## src/rtl/dig_pkg.sv

```systemverilog
package dig_pkg;
  localparam int INSN_W = 32;
  localparam int CLS_W  = 4;
  localparam int REG_W  = 5;
  localparam int CLS_LSB = INSN_W - CLS_W;
  localparam int DST_LSB = CLS_LSB - REG_W;
  localparam int SA_LSB  = DST_LSB - REG_W;
  localparam int SB_LSB  = SA_LSB - REG_W;
  localparam int SLOTS   = 2;

  typedef enum logic [CLS_W-1:0] {
    K_NOP = 4'd0,
    K_ALU = 4'd1,
    K_BR  = 4'd2,
    K_LD  = 4'd3,
    K_ST  = 4'd4
  } kind_e;

  typedef struct packed {
    logic             nop;
    logic             legal;
    logic             is_ld;
    logic             wr;
    logic [REG_W-1:0] dst;
    logic             use_a;
    logic             use_b;
    logic [REG_W-1:0] src_a;
    logic [REG_W-1:0] src_b;
  } slot_info_t;

  function automatic logic reads_reg(slot_info_t s, logic [REG_W-1:0] r);
    return (s.use_a && s.src_a == r) || (s.use_b && s.src_b == r);
  endfunction
endpackage

```

## src/rtl/dig_slot_decode.sv

```systemverilog
module dig_slot_decode
  import dig_pkg::*;
#(
  parameter int SLOT = 0
) (
  input  logic [INSN_W-1:0] insn,
  output slot_info_t        info
);
  logic [CLS_W-1:0] cls;
  logic [REG_W-1:0] rd, ra, rb;
  logic             mem_slot;

  assign cls = insn[CLS_LSB +: CLS_W];
  assign rd  = insn[DST_LSB +: REG_W];
  assign ra  = insn[SA_LSB  +: REG_W];
  assign rb  = insn[SB_LSB  +: REG_W];
  assign mem_slot = (SLOT != 0);

  always_comb begin
    info       = '0;
    info.dst   = rd;
    info.src_a = ra;
    info.src_b = rb;
    case (cls)
      K_NOP: begin
        info.nop   = 1'b1;
        info.legal = 1'b1;
      end
      K_ALU: begin
        info.legal = !mem_slot;
        info.wr    = (rd != '0);
        info.use_a = (ra != '0);
        info.use_b = (rb != '0);
      end
      K_BR: begin
        info.legal = !mem_slot;
        info.use_a = (ra != '0);
        info.use_b = (rb != '0);
      end
      K_LD: begin
        info.legal = mem_slot;
        info.is_ld = 1'b1;
        info.wr    = (rd != '0);
        info.use_a = (ra != '0);
      end
      K_ST: begin
        info.legal = mem_slot;
        info.use_a = (ra != '0);
        info.use_b = (rb != '0);
      end
      default: info.legal = 1'b0;
    endcase
  end
endmodule

```

## src/rtl/dig_hazard.sv

```systemverilog
module dig_hazard
  import dig_pkg::*;
(
  input  slot_info_t       info0,
  input  slot_info_t       info1,
  input  logic             ld_live,
  input  logic [REG_W-1:0] ld_dst,
  output logic             load_hit,
  output logic             pair_dep
);
  assign load_hit = ld_live && (reads_reg(info0, ld_dst) || reads_reg(info1, ld_dst));
  assign pair_dep = info0.wr && reads_reg(info1, info0.dst);
endmodule

```

## src/rtl/dual_issue_gate.sv

```systemverilog
module dual_issue_gate
  import dig_pkg::*;
(
  input  logic                    clk,
  input  logic                    rst_n,
  input  logic                    pkt_valid,
  input  logic [SLOTS*INSN_W-1:0] pkt_data,
  output logic                    pkt_ready,
  output logic                    issue0_valid,
  output logic                    issue1_valid,
  output logic                    stall,
  output logic                    split,
  output logic                    illegal
);
  slot_info_t       info [SLOTS];
  logic             load_hit, pair_dep, bad_type;
  logic             second_half;
  logic             ld_live;
  logic [REG_W-1:0] ld_dst;

  for (genvar s = 0; s < SLOTS; s++) begin : g_slot
    dig_slot_decode #(.SLOT(s)) u_dec (
      .insn (pkt_data[s*INSN_W +: INSN_W]),
      .info (info[s])
    );
  end

  dig_hazard u_haz (
    .info0    (info[0]),
    .info1    (info[1]),
    .ld_live  (ld_live),
    .ld_dst   (ld_dst),
    .load_hit (load_hit),
    .pair_dep (pair_dep)
  );

  assign bad_type = !(info[0].legal && info[1].legal);

  always_comb begin
    pkt_ready    = 1'b1;
    issue0_valid = 1'b0;
    issue1_valid = 1'b0;
    stall        = 1'b0;
    split        = 1'b0;
    illegal      = 1'b0;
    if (pkt_valid) begin
      if (second_half) begin
        issue1_valid = !info[1].nop;
      end else if (bad_type) begin
        illegal = 1'b1;
      end else if (load_hit) begin
        stall     = 1'b1;
        pkt_ready = 1'b0;
      end else if (pair_dep) begin
        split        = 1'b1;
        issue0_valid = 1'b1;
        pkt_ready    = 1'b0;
      end else begin
        issue0_valid = !info[0].nop;
        issue1_valid = !info[1].nop;
      end
    end
  end

  always_ff @(posedge clk or negedge rst_n) begin
    if (!rst_n) begin
      second_half <= 1'b0;
      ld_live     <= 1'b0;
      ld_dst      <= '0;
    end else begin
      if (split)
        second_half <= 1'b1;
      else if (pkt_valid)
        second_half <= 1'b0;
      ld_live <= issue1_valid && info[1].is_ld && info[1].wr;
      ld_dst  <= info[1].dst;
    end
  end

  a_r3_one_reason: assert property (@(posedge clk) disable iff (!rst_n)
    $onehot0({stall, split, illegal}));

  a_r2_illegal_drops: assert property (@(posedge clk) disable iff (!rst_n)
    illegal |-> (!issue0_valid && !issue1_valid && pkt_ready));

  a_r6_stall_once: assert property (@(posedge clk) disable iff (!rst_n)
    stall |=> !stall);

  a_r5_bubble_after_split: assert property (@(posedge clk) disable iff (!rst_n)
    split |=> (!issue0_valid && !split));

  a_r7_zero_no_pair: assert property (@(posedge clk) disable iff (!rst_n)
    pair_dep |-> (info[0].dst != '0));

  a_r7_zero_no_load: assert property (@(posedge clk) disable iff (!rst_n)
    load_hit |-> (ld_dst != '0));

  a_r10_idle_quiet: assert property (@(posedge clk) disable iff (!rst_n)
    !pkt_valid |-> (!issue0_valid && !issue1_valid && pkt_ready));
endmodule

```

## config.mk

```make
export PLATFORM = sky130hd
export DESIGN_NAME = dual_issue_gate
export DESIGN_NICKNAME = d
export VERILOG_FILES = /design/src/rtl/dig_pkg.sv /design/src/rtl/dig_slot_decode.sv /design/src/rtl/dig_hazard.sv /design/src/rtl/dual_issue_gate.sv
export SDC_FILE = /design/constraint.sdc
export NUM_CORES = 1
export LEC_CHECK = 0
export ABC_AREA = 0
export CORE_MARGIN = 2
export CORE_UTILIZATION = 45
export DETAILED_ROUTE_END_ITERATION = 6
export DONT_BUFFER_PORTS = 1
export MAX_ROUTING_LAYER = met4
export PLACE_DENSITY = 0.7
export SETUP_SLACK_MARGIN = 0.2
export SYNTH_ARGS = -nofsm -noshare
export SYNTH_HDL_FRONTEND = slang
export SYNTH_SLANG_ARGS = --single-unit
```

## constraint.sdc

```tcl
create_clock -name clk -period 2.3 [get_ports clk]
set_clock_uncertainty 0.1 [all_clocks]
set_input_delay 0.345 -clock clk [delete_from_list [all_inputs] [get_ports clk]]
set_output_delay 0.345 -clock clk [all_outputs]
set_load 0.1 [all_outputs]
```

==> results.md <==
- Clk root buf: clkbuf_4
- Violated checks: negative setup slack
- Startpoint type of the worst setup path: register
- Number of inserted diodes: 0
- RSZ-0062 raised after global routing: yes
- Gr usage total: 0.241
- Hold Fails Final Rpt: 0
- Upper clock frequency limit: 387 MHz
- Initial DRC count: 12
- DIE WIDTH: 47.1 microns
- Clk sinks: 7
- Layout net count: 197
- Post-synth EDFFs: 0
- GRT met3 Usage: 0.0385
- Worst Hold Class: input port to register
- Yosys Warn Count: 0
- Input/output buffers: 0
- Vias in the first global route: 890
- Outcome: finished with violations
- Period utilisation layout: 1.12
- Largest net degree at the start of global routing: 8
- Routed WL per cell: 16.5 microns
- TritonRoute pass-1 iters: 4
- Detailed Place HPWL: 1990 microns
- Vias: 884
- CTS tree: built
- Initial antenna violation count: 0
- Global route hottest layer: met2
- Met1 Use GR: 0.246
- Element type at the critical path end: primary output
- PwrDens: 282 mW/mm^2
- Tot Pwr: 367 uW
- Distinct cells, synth: 29
- Cts bufs inserted: 3
- Setup CP Type: register to primary output
- Final TNS setup: -1.29 ns
- Max-cap viol count: 0
- Synthesized area per cell: 8.21 sq um
- DRC Markers: 0
- Gate Count Post-Synth: 102
- Most frequent cells in the layout: xor2_1 (18), xnor2_1 (13), buf_4 (11), nor2_1 (9), dfrtp_1 (7)
- Share of synthesized flip-flops with an asynchronous set or reset: 1.00
- Die Y: 47.1 microns
- Core Area: 0.00175 sq mm
- I/O pin count: 73
- Initial core utilization: 0.480
- Htree depth: 1
- CTS clk-pin slew, worst paths: 0.05 ns
- Final Max Slew Viols: 0
- P_leak: 0.459 nW
- Clk buf depth: 2
- Clk_lat worst skew: 0.24 ns
- RePlAce Congestion: 0.884
- Number of core rows: 15
- Tightest Pin Transition: 0.615 ns
- Die ar.: 0.00222 sq mm
- Syn nets: 169
- Yosys reg bits: 7
- Peak supply drop: 372 uV
- Global Route met2 Usage: 0.427
- Register area share after synthesis: 0.209
- Synthesis-to-finish area growth: 55.3%
- Worst slack at placement: -0.117 ns
- # setup viols final: 5
- Final worst slack: -0.284 ns
- Most used flip-flop cell after synthesis: dfrtp_1
- CP arrival: 2.14 ns
- First-pass GRT wire length: 3570 microns
- Data required, critical path: 1.86 ns
- Max transition margin: 0.590
- Post-Syn Area: 837 sq um
- Drt via density: 5.74
- Layout cells sized above 1: 0.302
- Finished Core Util: 0.745
- Final min period: 2.58 ns
- GRT overflow: 0
- Routed Antenna Nets: 0
- CP Max Fanout: 5
- Most common cell after layout, fill and taps aside: xor2_1
- Post-Route WL: 2540 microns
[where the power goes]
group,leakage [nW],internal [mW],switching [mW]
combinational,0.358,0.0679,0.0581
clock,0.0150,0.0659,0.0411
sequential,0.0862,0.128,0.00599
total,0.459,0.262,0.105
[flip-flops by register name (all words and copies together) (netlist names)]
signal	cells
ld_dst	5
second_half	1
ld_live	1
[Yosys cell counts (2+ instances only)]
cell type  count  area (sq um)
inv_1          2          7.51
nor3_1         7          35.0
or4_1          6          45.0
nor4_1         2          12.5
nand4_1        5          31.3
dfrtp_1        7           175
xnor2_1       14           123
o211ai_1       2          15.0
o31ai_1        2          15.0
xor2_1        19           166
and2_1         2          12.5
nand3_1        2          10.0
nand2_1        5          18.8
o21ai_0        3          15.0
nor2_1        10          37.5
[what timing repair did]
action	in CTS	in global routing
pin swaps	6	9
hold buffers	1	5
hold endpoints to repair	7	5
setup endpoints to repair	7	7
setup buffers	4	1
gates resized for setup	4	11
[cell families (layout without fill, tap and decap cells)]
family | Yosys count | after routing | synth area share
AO/OA/AOI/OAI | 16 | 16 | 0.154
AND/OR/NAND/NOR | 41 | 41 | 0.259
buffers and inverters | 5 | 32 | 0.0329
flip-flops | 7 | 7 | 0.209
XOR/XNOR | 33 | 33 | 0.345
[worst paths after layout]
kind	startpoint	end	slack, ns	depth (start not counted)
min in group asynchronous	rst_n	second_half$_DFFE_PN0P_	0.31	1
max	ld_dst[3]$_DFF_PN0_	split	-0.28	8
min reg2reg	second_half$_DFFE_PN0P_	ld_live$_DFF_PN0_	0.53	2
max in group asynchronous	rst_n	ld_dst[4]$_DFF_PN0_	1.56	1
max reg2reg	ld_dst[3]$_DFF_PN0_	ld_live$_DFF_PN0_	0.22	8
min	pkt_valid	second_half$_DFFE_PN0P_	0.10	1
[layer usage]
layer | wire length (microns) | up-vias
met5 | 0 | -
met4 | 37 | 0
met3 | 156 | 4
met2 | 1420 | 34
met1 | 924 | 426
li1 | - | 420
[critical path, cell delays in order (launching register included)]
cell and delay [ns]:
dfrtp_1 0.38, or4_4 0.49, nor2_4 0.11, a2111oi_4 0.05, o21ai_2 0.16, a31oi_4 0.17
buf_6 0.17, nor3_4 0.16, buf_12 0.20
[per-stage QoR]
stage          cells  hold WS (ns)  area [sq um]
2_1_floorplan    102       -0.0506           907
6_report         154         0.101          1300
4_1_cts          148        0.0138          1180
5_1_grt          154        0.0852          1300
3_5_place_dp     139       -0.0504          1090
3_3_place_gp     139       -0.0504          1090
[area by class of cell]
cell class | count | area, sq um
Timing Repair Buffer | 26 | 288
Tap cell | 25 | 31.3
Multi-Input combinational cell | 90 | 772
Fill cell | 130 | 445
Inverter | 2 | 7.51
Clock buffer | 4 | 26.3
Sequential cell | 7 | 175
(Power assumes the default switching activity.)
